**src/rtl/alarmRtcPkg.sv**
```systemverilog
package alarmRtcPkg;

  // Word index of each register
  typedef enum logic [2:0] {
    REG_COUNT = 3'd0,
    REG_MATCH = 3'd1,
    REG_LOAD  = 3'd2,
    REG_CTRL  = 3'd3,
    REG_MSTAT = 3'd4,
    REG_RSTAT = 3'd5,
    REG_ACK   = 3'd6,
    REG_VER   = 3'd7
  } regSel_e;

  // Control register bit positions
  localparam int CTRL_IE   = 0;
  localparam int CTRL_MASK = 1;
  localparam int CTRL_RUN  = 2;
  localparam int CTRL_WRAP = 3;
  localparam int CTRL_W    = 4;

  // Strobes from the register decoder to the datapath
  typedef struct packed {
    logic loadStb;
    logic ackStb;
  } rtcStrobe_t;

endpackage

```
**src/rtl/alarmRtcData.sv**
```systemverilog
module alarmRtcData
  import alarmRtcPkg::*;
#(
  parameter int DATA_W   = 32,
  parameter int TICK_DIV = 32768
) (
  input  logic              clk,
  input  logic              rstN,
  input  rtcStrobe_t        strobe,
  input  logic [DATA_W-1:0] busWdata,
  input  logic              runEn,
  input  logic              wrapEn,
  input  logic [DATA_W-1:0] matchVal,
  output logic [DATA_W-1:0] cntVal,
  output logic              rawPend
);

  localparam logic [DATA_W-1:0] CNT_MAX = '1;

  logic              tick;
  logic [DATA_W-1:0] cntInc;
  logic              matchHit;

  // Prescaler: a divide of one needs no counter at all
  generate
    if (TICK_DIV <= 1) begin : gNoPresc
      assign tick = runEn;
    end else begin : gPresc
      localparam int PW = $clog2(TICK_DIV);
      localparam logic [PW-1:0] PRESC_LAST = PW'(TICK_DIV - 1);
      logic [PW-1:0] presc;

      assign tick = runEn && (presc == PRESC_LAST);

      always_ff @(posedge clk) begin
        if (!rstN) begin
          presc <= '0;
        end else if (strobe.loadStb || !runEn || tick) begin
          presc <= '0;
        end else begin
          presc <= presc + 1'b1;
        end
      end
    end
  endgenerate

  // Next count on a tick, with saturate or roll at the top
  always_comb begin
    if (cntVal == CNT_MAX) begin
      cntInc = wrapEn ? '0 : CNT_MAX;
    end else begin
      cntInc = cntVal + 1'b1;
    end
  end

  assign matchHit = tick && !strobe.loadStb && (cntInc == matchVal);

  always_ff @(posedge clk) begin
    if (!rstN) begin
      cntVal <= '0;
    end else if (strobe.loadStb) begin
      cntVal <= busWdata;
    end else if (tick) begin
      cntVal <= cntInc;
    end
  end

  // A fresh event outranks the acknowledge read
  always_ff @(posedge clk) begin
    if (!rstN) begin
      rawPend <= 1'b0;
    end else if (matchHit) begin
      rawPend <= 1'b1;
    end else if (strobe.ackStb) begin
      rawPend <= 1'b0;
    end
  end

  // a load lands on the very next edge
  a_r2_load_lands: assert property (@(posedge clk) disable iff (!rstN)
    strobe.loadStb |=> cntVal == $past(busWdata));

  // a stopped counter only moves by load
  a_r3_stopped_still: assert property (@(posedge clk) disable iff (!rstN)
    (!runEn && !strobe.loadStb) |=> $stable(cntVal));

  // without wrap the top value is sticky
  a_r4_saturate: assert property (@(posedge clk) disable iff (!rstN)
    (cntVal == CNT_MAX && !wrapEn && !strobe.loadStb) |=> cntVal == CNT_MAX);

  // raw status rises only when the count arrives on the match value
  a_r5_rise_on_match: assert property (@(posedge clk) disable iff (!rstN)
    ($rose(rawPend) && $stable(matchVal)) |-> cntVal == matchVal);

  // raw status stays until acknowledged
  a_r8_sticky: assert property (@(posedge clk) disable iff (!rstN)
    (rawPend && !strobe.ackStb) |=> rawPend);

endmodule

```
**src/rtl/alarmRtcCtrl.sv**
```systemverilog
module alarmRtcCtrl
  import alarmRtcPkg::*;
#(
  parameter int                DATA_W  = 32,
  parameter logic [DATA_W-1:0] VERSION = '0
) (
  input  logic              clk,
  input  logic              rstN,
  input  logic              busSel,
  input  logic              busWr,
  input  logic [2:0]        busWordAddr,
  input  logic [DATA_W-1:0] busWdata,
  input  logic [DATA_W-1:0] cntVal,
  input  logic              rawPend,
  output logic [DATA_W-1:0] busRdata,
  output rtcStrobe_t        strobe,
  output logic              runEn,
  output logic              wrapEn,
  output logic [DATA_W-1:0] matchVal,
  output logic              alarmIrq
);

  regSel_e           regIdx;
  logic              wrEn;
  logic              rdEn;
  logic [CTRL_W-1:0] ctrlReg;
  logic [DATA_W-1:0] loadReg;

  assign regIdx = regSel_e'(busWordAddr);
  assign wrEn   = busSel && busWr;
  assign rdEn   = busSel && !busWr;

  assign strobe.loadStb = wrEn && (regIdx == REG_LOAD);
  assign strobe.ackStb  = rdEn && (regIdx == REG_ACK);

  always_ff @(posedge clk) begin
    if (!rstN) begin
      ctrlReg  <= '0;
      matchVal <= '0;
      loadReg  <= '0;
    end else if (wrEn) begin
      case (regIdx)
        REG_CTRL:  ctrlReg  <= busWdata[CTRL_W-1:0];
        REG_MATCH: matchVal <= busWdata;
        REG_LOAD:  loadReg  <= busWdata;
        default: ;
      endcase
    end
  end

  assign runEn    = ctrlReg[CTRL_RUN];
  assign wrapEn   = ctrlReg[CTRL_WRAP];
  assign alarmIrq = rawPend && ctrlReg[CTRL_IE] && !ctrlReg[CTRL_MASK];

  always_comb begin
    busRdata = '0;
    case (regIdx)
      REG_COUNT: busRdata = cntVal;
      REG_MATCH: busRdata = matchVal;
      REG_LOAD:  busRdata = loadReg;
      REG_CTRL:  busRdata = {{(DATA_W-CTRL_W){1'b0}}, ctrlReg};
      REG_MSTAT: busRdata = {{(DATA_W-1){1'b0}}, alarmIrq};
      REG_RSTAT: busRdata = {{(DATA_W-1){1'b0}}, rawPend};
      REG_VER:   busRdata = VERSION;
      default:   busRdata = '0;
    endcase
  end

  // control holds unless written at its own word
  a_r9_ctrl_hold: assert property (@(posedge clk) disable iff (!rstN)
    !(wrEn && regIdx == REG_CTRL) |=> $stable(ctrlReg));

  // match only changes through its own word
  a_r10_match_hold: assert property (@(posedge clk) disable iff (!rstN)
    !(wrEn && regIdx == REG_MATCH) |=> $stable(matchVal));

  // the acknowledge read returns zero data
  a_r7_ack_zero: assert property (@(posedge clk) disable iff (!rstN)
    strobe.ackStb |-> busRdata == '0);

endmodule

```
**src/rtl/alarmRtc.sv**
```systemverilog
module alarmRtc
  import alarmRtcPkg::*;
#(
  parameter int                DATA_W   = 32,
  parameter int                TICK_DIV = 32768,
  parameter logic [DATA_W-1:0] VERSION  = 32'h0001_0200
) (
  input  logic              clk,
  input  logic              rstN,
  input  logic              busSel,
  input  logic              busWr,
  input  logic [2:0]        busWordAddr,
  input  logic [DATA_W-1:0] busWdata,
  output logic [DATA_W-1:0] busRdata,
  output logic              alarmIrq
);

  rtcStrobe_t        strobe;
  logic              runEn;
  logic              wrapEn;
  logic [DATA_W-1:0] matchVal;
  logic [DATA_W-1:0] cntVal;
  logic              rawPend;

  alarmRtcCtrl #(.DATA_W(DATA_W), .VERSION(VERSION)) uCtrl (
    .clk(clk), .rstN(rstN), .busSel(busSel), .busWr(busWr),
    .busWordAddr(busWordAddr), .busWdata(busWdata), .cntVal(cntVal),
    .rawPend(rawPend), .busRdata(busRdata), .strobe(strobe), .runEn(runEn),
    .wrapEn(wrapEn), .matchVal(matchVal), .alarmIrq(alarmIrq)
  );

  alarmRtcData #(.DATA_W(DATA_W), .TICK_DIV(TICK_DIV)) uData (
    .clk(clk), .rstN(rstN), .strobe(strobe), .busWdata(busWdata),
    .runEn(runEn), .wrapEn(wrapEn), .matchVal(matchVal), .cntVal(cntVal),
    .rawPend(rawPend)
  );

  // the line never rises while masked
  a_r6_masked_quiet: assert property (@(posedge clk) disable iff (!rstN)
    (busSel && busWr && busWordAddr == 3'd3 && busWdata[1]) |=> !alarmIrq);

endmodule

```
**config.mk**
```make
export PLATFORM = sky130hd
export DESIGN_NAME = alarmRtc
export DESIGN_NICKNAME = d
export VERILOG_FILES = /design/src/rtl/alarmRtcPkg.sv /design/src/rtl/alarmRtcData.sv /design/src/rtl/alarmRtcCtrl.sv /design/src/rtl/alarmRtc.sv
export SDC_FILE = /design/constraint.sdc
export NUM_CORES = 1
export LEC_CHECK = 0
export ABC_CLOCK_PERIOD_IN_PS = 3600
export BUFFER_PORTS_ARGS = -buffer_cell sky130_fd_sc_hd__buf_2
export CAP_MARGIN = 20
export CORE_MARGIN = 2
export CORE_UTILIZATION = 30
export DETAILED_ROUTE_END_ITERATION = 16
export PLACE_DENSITY = 0.48
export REMOVE_ABC_BUFFERS = 1
export SETUP_SLACK_MARGIN = 0.2
export SLEW_MARGIN = 10
export SYNTH_ARGS = -nofsm -noshare
export SYNTH_HDL_FRONTEND = slang
export SYNTH_SLANG_ARGS = --single-unit
```
**constraint.sdc**
```tcl
create_clock -name clk -period 3.6 [get_ports clk]
set_input_delay 1.08 -clock clk [delete_from_list [all_inputs] [get_ports clk]]
set_output_delay 1.08 -clock clk [all_outputs]
set_load 0.05 [all_outputs]
```
==> After elaboration in Yosys (flattened, before gate mapping) <==
Cells that the tools add are included.
{ "totals": {"out_inout_bits": 33, "regBits": 116, "word_cells": 48, "input_bits": 39} }
{ "classes": {"bitwise_logic": 1, "n_eq_ne": 10, "n_mux": 7, "reduce_logical": 22, "n_addsub": 2} }
{ "ops": {"columns": ["op", "n"], "rows": [
  ["case mux 32 bit (7 select lines)", 1],
  ["2-to-1 mux 32 bit", 4],
  ["adder 32 x 1 -> 32 bit (second input constant)", 1],
  ["equality test 32 bit", 1],
  ["equality test 32 bit (second input constant)", 1],
  ["adder 15 x 1 -> 15 bit (second input constant)", 1],
  ["equality test 15 bit (second input constant)", 1],
  ["equality test 3 bit (second input constant)", 4],
  ["logical AND 1 bit", 9],
  ["equality test 3 x 2 -> 1 bit (second input constant)", 2],
  ["AND reduction 2 bit", 3],
  ["zero test 1 bit", 4],
  ["nonzero test 2 bit", 2],
  ["equality test 3 x 1 -> 1 bit (second input constant)", 1],
  ["zero test 3 bit", 1],
  ["logical OR 1 bit", 2],
  ["2-to-1 mux 1 bit", 2],
  ["OR reduction 2 bit", 1],
  ["NOT 1 bit", 1]
]} }

==> Depth between registers and ports, before layout <==
Gate-level depths: netlist (run 1).
{ "logic_depth": {"word_depth": 6, "ltp_mapped": 10} }

==> Modules after synthesis <==
From an unflattened synthesis (run 1), not the netlist that was laid out.
{ "unflattened": {"hier_cells": 916, "hier_area_um2": 7379.6} }
{ "by_module_without_submodules": {"columns": ["mod", "cells_each", "seq_area_each_um2", "n_inst", "area_each_um2"], "rows": [
  ["alarmRtcData", 537, 960.9, 1, 3882.5],
  ["alarmRtcCtrl", 379, 1361.3, 1, 3497.1]
]} }

==> Worst setup path before layout (run 1) <==
No wires, ideal clock.
{ "synth_path": {"path_type": "input port to output port", "startpoint": "input port busWordAddr[0]", "endpoint": "output port busRdata[0]", "stages": 4, "arrival_time_ns": 3.092, "t_required_ns": 2.520, "slack_ns": -0.572, "n_path_buf": 2, "cell_sequence": "clkbuf_1 buf_1 a21oi_1 o32ai_1"} }
{ "synth_via": {"elab_chain_len": 2} }
{ "synth_lines": {"columns": ["item", "line_no", "source"], "rows": [
  ["start, declared", "alarmRtc.sv:12", "input logic [2:0] busWordAddr,"],
  ["equality test 3 bit, or another cell as far along", "alarmRtcCtrl.sv:57", "case (regIdx)"],
  ["case mux 32 bit (7 select lines) *", "alarmRtcCtrl.sv:57", null],
  ["end, declared", "alarmRtc.sv:14", "output logic [DATA_W-1:0] busRdata,"]
]} }
Every way passes the cells marked *; elsewhere a longest branch is shown, timed or not.

==> Final worst setup path (run 1) <==
{ "layout_path": {"startpoint": "input port busWordAddr[0]", "endpoint": "output port busRdata[9]"} }
The elaborated chain is that of the path after synthesis.

==> impl_metrics.ini, run 1 <==
[outcome]
status = finished clean

[clocking]
cts_tree = built
cts_num_sinks = 116
cts.htree.levels = 4
post_cts_buffers = 0
path_clk_slew_ns = 0.06
cts_buffers = 17
cts_max_path_buffers = 2
clockRootBuffer = clkbuf_16
insertion_delay_ns = 0.43
cts_hold_buf = 0

[power]
irDropWorstVdd_uv = 252.4
p_seq_share_pct = 41.9
cellPowerDensity_mw_per_mm2 = 363.8
p_sw_mw = 0.8476
power.static_leakage_nw = 3.132
p_comb_share_pct = 7.2
clkPwrFrac_pct = 51.0
internal_power_mw = 2.301
switching_share_pct = 26.92

[final_layout]
nNetsFinal = 1094
fin_area_mm2 = 0.008653
areaGrowthSynthToFinish_pct = 23.04
layout-drive-gt1-share_pct = 18.76
n_antenna_cell = 0
final_cells = 1385
nFillCells = 2556

[timing]
maxSlewViolCount = 0
hold_violations = 0
max_freq_mhz = 301.3
period_share_pct = 92.20
setup_violations = 0
fin_crit_ns = 3.319
tightest_slew_ns = 0.7737
fin_ws_ns = 0.2808
skew_ns = 0.01297
rsz0062_at_grt = false
slew_headroom_pct = 48.42

[placement]
place_area_mm2 = 0.008054
portBuffers = 71
dp_hpwl_um = 19350
dp_cells = 1353
place_ws_ns = 0.1223
finalWeightedCongestion = 0.9578

[logic_synthesis]
yosysSeqAreaShare_pct = 33.02
synthArstFlopShare_pct = 0
synth.distinct_cells = 70
ys.flop_type = dfxtp_1
ys_seq_elements = 116
netlist_instances = 974
syn_area_per_cell_um2 = 7.221
synth_edf_count = 0
synth_warnings = 0
synth_area_mm2 = 0.007033

[setup_path]
crit_family = buffers and inverters
cp_cell_sequence = buf_4, buf_4, nor2_1, a21oi_1, o22ai_1, clkbuf_4
cp_max_fo = 10
cp_common_cell = buf_4
crit_path_end_kind = primary output
cp_slowest_stage_delay_ns = 0.27
start_kind = input pin
cp_data_required_time_ns = 2.52
crit_buf_inv = 3
path_class = input pin to primary output
slowest_stage = clkbuf_4
crit_arrival_ns = 2.24

[drt]
drtPass1Iterations = 5
vias_per_cell = 5.206
drc = 0
wirelength_um = 26030
num_vias = 7211
wl_per_cell_um = 18.80
drt-initial-drc-count = 488
final_antenna_net_count = 0

[hold_path]
hold_class = flip-flop to flip-flop

[global_routing]
grt_pass1_vias = 6887
grt_usage_pct = 21.55
grt_pass1_wl_um = 40380
overflow = 0
antenna_found_initial = 0
grt_max_degree = 36

[floorplanning]
die_w_um = 157.1
die_h_um = 157.1
die_area_mm2 = 0.02468
core_mm2 = 0.02326
fp-row-count = 56
io_pins = 72
initial_utilization_pct = 30.23

[job]
drv_cap = 0
registers in the layout, summed over array words and instances, names as in the netlist:
signal / count
uCtrl.loadReg: 32
uData.cntVal: 32
uCtrl.matchVal: 32
uData.rawPend: 1
uData.gPresc.presc: 15
uCtrl.ctrlReg: 4
final cells by class:
type                    instances  area, um^2  area share, %
repair buffers                136       918.4          10.61
multi-input cells             762        4379          50.61
inverters                      20       75.07         0.8676
flip-flops and latches        116        2323          26.85
clock buffers                  18       439.2          5.075
well taps                     319       399.1          4.612
clock inverters                14       118.9          1.374
per-stage QoR:
stage / power, mW / TNS, ns / hold slack, ns / util, %
floorplan: 1.441 / -10.02 / 0.4295 / -
global placement: 1.573 / 0 / 0.4412 / 34.62
detailed placement: 1.572 / 0 / 0.4485 / 34.62
CTS: 3.188 / 0 / 0.4567 / 37.06
global route: 3.269 / 0 / 0.4712 / 37.20
finish: 3.148 / 0 / 0.4542 / 37.20
cells in the final DEF, fill, tap and decap left out, drive strengths merged, types with 5 or more instances in the layout:
master / count
a21boi: 22
a21oi: 103
a31oi: 23
and2: 6
and3: 12
and4: 7
buf: 132
clkbuf: 22
clkinv: 5
dfxtp: 116
inv: 27
mux2i: 36
nand2: 200
nand3: 27
nand4: 19
nor2: 95
nor3: 30
nor4: 18
o21ai: 35
or3: 5
or4: 5
xnor2: 22
xor2: 18
layer usage:
metal | track usage [%] | part of all wire (%) | vias up
met1 | 30.16 | 48 | 3394
met2 | 34.31 | 45 | 193
met3 | 3.001 | 5.0 | 29
met4 | 6.710 | 1.7 | 0
met5 | 0 | 0 | -
li1 | - | - | 3595
power groups by stage:
| stage | Clock (mW) | Sequential [mW] | Combinational [mW] |
|---|---|---|---|
| floorplan | 0 | 1.34 | 0.0996 |
| global placement | 0 | 1.35 | 0.227 |
| detailed placement | 0 | 1.35 | 0.226 |
| CTS | 1.64 | 1.32 | 0.228 |
| global route | 1.70 | 1.32 | 0.248 |
| finish | 1.60 | 1.32 | 0.226 |
tightest hold or removal path, delay by kind of cell, from the launching register on:
| kind | cells | cell delay (ns) |
|---|---|---|
| flops | 1 | 0.31 |
| compound gates | 1 | 0.05 |
| simple gates | 1 | 0.05 |
kinds of logic after synthesis:
| group | count (synthesis) | share of synthesized area (%) |
|---|---|---|
| adders and majority gates | 2 | 0.3558 |
| AOI/OAI and AO/OA | 234 | 20.46 |
| buffers and inverters | 96 | 5.373 |
| xor gates and xnor gates | 40 | 4.981 |
| and+or+nand+nor | 443 | 28.93 |
| muxes | 43 | 6.885 |
| DFF | 116 | 33.02 |
worst paths after layout:
kind / depth (start not counted) / to / from / slack (ns)
max reg2reg: 9 / uData.rawPend / uData.cntVal[0] / 0.33
min reg2reg: 2 / uCtrl.loadReg[1] / uCtrl.loadReg[1] / 0.45
max: 6 / busRdata[9] / busWordAddr[0] / 0.28
min: 2 / uCtrl.loadReg[1] / uCtrl.loadReg[1] / 0.45
repair_timing:
action                                  4_1_cts  5_1_grt
endpoints found under the setup margin       33        5
gates cloned                                  0        0
gates resized for setup                       3        9
Yosys cell counts, drive strengths merged, types with 3 or more instances:
master	number	share of area [%]
o2111ai	4	0.50
xnor2	22	2.7
mux2i	36	5.1
clkbuf	67	3.6
a21oi	103	7.3
o211ai	3	0.32
and2	6	0.53
o21ai	35	2.5
mux2	3	0.48
o22ai	4	0.36
xor2	18	2.2
nand3	27	2.1
nand2	200	11
a311oi	4	0.50
nor3b	3	0.32
nand2b	3	0.27
nor2b	4	0.36
inv	20	1.1
and4	7	0.87
or3	5	0.46
nor3	30	2.1
nand4	19	1.9
buf	9	0.69
a211oi	4	0.43
o31a	3	0.37
and3	12	1.1
or4	5	0.59
nor4	18	1.6
a31oi	23	2.0
mux4	4	1.3
o311ai	3	0.37
dfxtp	116	33
a21boi	22	2.3
or2	4	0.36
nor2	95	5.1
(Power assumes the default switching activity.)
==> run 2: changes to the inputs <==
--- a/config.mk
+++ b/config.mk
@@ -5,13 +5,15 @@
 export SDC_FILE = /design/constraint.sdc
 export NUM_CORES = 1
 export LEC_CHECK = 0
-export ABC_CLOCK_PERIOD_IN_PS = 3600
+export ABC_CLOCK_PERIOD_IN_PS = 3500
 export BUFFER_PORTS_ARGS = -buffer_cell sky130_fd_sc_hd__buf_2
 export CAP_MARGIN = 20
+export CORE_ASPECT_RATIO = 1.25
 export CORE_MARGIN = 2
 export CORE_UTILIZATION = 30
 export DETAILED_ROUTE_END_ITERATION = 16
 export PLACE_DENSITY = 0.48
+export RECOVER_POWER = 50
 export REMOVE_ABC_BUFFERS = 1
 export SETUP_SLACK_MARGIN = 0.2
 export SLEW_MARGIN = 10
==> constraint.sdc (replaced) <==
create_clock -name clk -period 3.5 [get_ports clk]
set_input_delay 1.05 -clock clk [delete_from_list [all_inputs] [get_ports clk]]
set_output_delay 1.05 -clock clk [all_outputs]
set_load 0.05 [all_outputs]
==> impl_metrics.ini, run 2 (synthesis gave the netlist of run 1 again) <==
[outcome]
status = finished clean

[drt]
drt-initial-drc-count = 554
num_vias = 7260
final_antenna_net_count = 0
drc = 0
wirelength_um = 26870
drtPass1Iterations = 5
wl_per_cell_um = 19.67
vias_per_cell = 5.315

[timing]
hold_violations = 0
rsz0062_at_grt = true
slew_headroom_pct = 6.200
period_share_pct = 94.71
fin_crit_ns = 3.315
setup_violations = 0
max_freq_mhz = 301.7
hold-worst-slack_ns = 0.4540
maxSlewViolCount = 0
skew_ns = 0.008467
fin_ws_ns = 0.1851
tightest_slew_ns = 1.407

[final_layout]
mostFrequentLayoutCells = nand2_1 (200), dfxtp_1 (116), a21oi_1 (103)
layout_commonest_cell = nand2_1
areaGrowthSynthToFinish_pct = 23.96
layout-drive-gt1-share_pct = 18.92
n_antenna_cell = 0
nNetsFinal = 1106
largestRegisters = uCtrl.loadReg x32, uCtrl.matchVal x32, uData.cntVal x32

[power]
clkPwrFrac_pct = 52.5
cellPowerDensity_mw_per_mm2 = 386.0
p_comb_share_pct = 7.3
p_sw_mw = 0.8634
irDropWorstVdd_uv = 326.1
switching_share_pct = 25.65
p_seq_share_pct = 40.3
power.static_leakage_nw = 3.174
internal_power_mw = 2.502

[global_routing]
grt_max_degree = 51
antenna_found_initial = 0
grt_pass1_vias = 7180
grt_pass1_wl_um = 41120
grt_usage_pct = 21.71
overflow = 0

[floorplanning]
io_pins = 72
fp-row-count = 62
initial_utilization_pct = 30.53
die_w_um = 140.9
die_area_mm2 = 0.02469
core_mm2 = 0.02304
die_h_um = 175.2

[setup_path]
crit_family = buffers and inverters
cp_slowest_stage_delay_ns = 0.25
reg2reg_depth = 9
crit_buf_inv = 4
cp_data_required_time_ns = 2.45
crit_path_end_kind = primary output
reg2reg_slack_ns = 0.34
r2r_start = uData.cntVal[0]
slowest_stage = clkbuf_4
cp_cell_sequence = buf_4, buf_12, buf_4, nor2_1, a21oi_1, o22ai_1, clkbuf_4
cp_max_fo = 6
crit_arrival_ns = 2.26
cp_common_cell = buf_4
path_class = input pin to primary output
start_kind = input pin
regToRegEndpoint = uData.rawPend

[job]
drv_cap = 0

[clocking]
clockRootBuffer = clkbuf_16
cts_hold_buf = 0
cts.htree.levels = 4
insertion_delay_ns = 0.43
cts_buffers = 17
path_clk_slew_ns = 0.06
cts_tree = built
cts_num_sinks = 116
cts_max_path_buffers = 2

[placement]
finalWeightedCongestion = 1.004
dp_hpwl_um = 19750
place_ws_ns = 0.2130
portBuffers = 71

[hold_path]
worstHoldPathCells = 2
min_to = uCtrl.loadReg[8]
worstHoldStart = uCtrl.loadReg[8]
hold_class = flip-flop to flip-flop
## run 2: layer usage
metal / track usage, % / part of all wire (%) / vias to the layer above
li1: - / - / 3604
met1: 26.34 / 44 / 3421
met2: 37.50 / 49 / 191
met4: 8.625 / 3.1 / 0
met5: 0 / 0 / -
met3: 4.467 / 4.4 / 44
## run 2: repair_timing
action / 4_1_cts / 5_1_grt
setup buffers: 0 / 3
gates resized for setup: 0 / 9
setup endpoints to repair: 0 / 16
## run 2: layout make-up
| cell class | count | area [um^2] |
|---|---|---|
| fillers | 2468 | 14320 |
| multi-input cells | 762 | 4350 |
| flip-flops and latches | 116 | 2322 |
| repair buffers | 148 | 1018 |
| clock buffers | 18 | 439.2 |
| well taps | 288 | 360.3 |
| clock inverters | 14 | 152.6 |
| inverters | 20 | 75.07 |
## run 2: worst register-to-register path, stage by stage (launching register included)
cell	delay [ns]
dfxtp_1	0.33
buf_4	0.16
nand4_1	0.17
or4_1	0.63
o31a_1	0.27
nor3_1	0.41
o221a_2	0.27
o2111ai_1	0.11
or4_1	0.56
o31ai_2	0.17
## run 2: metrics by stage
step	util [%]	instances	TNS [ns]	total power, mW	area [um^2]
floorplan	-	898	-12.25	1.482	6730
CTS	37.62	1362	0	3.389	8667
global placement	35.05	1330	0	1.620	8075
global route	37.84	1366	0	3.485	8718
finish	37.84	1366	0	3.366	8718
detailed placement	35.05	1330	0	1.620	8075
## run 2: power groups by stage
stage	registers [mW]	logic (mW)	clock network [mW]
global placement	1.38	0.237	0
detailed placement	1.38	0.236	0
finish	1.35	0.245	1.77
floorplan	1.38	0.102	0
global route	1.36	0.264	1.86
CTS	1.35	0.237	1.80
## run 2: worst max-delay path by stage
| stage | startpoint | endpoint | depth (start not counted) |
|---|---|---|---|
| floorplan | uData.cntVal[0] | uData.rawPend | 9 |
| global placement | busWordAddr[0] | busRdata[0] | 6 |
| detailed placement | busWordAddr[0] | busRdata[0] | 6 |
| CTS | busWordAddr[0] | busRdata[0] | 6 |
| global route | busWordAddr[0] | busRdata[16] | 7 |
| finish | busWordAddr[0] | busRdata[9] | 7 |
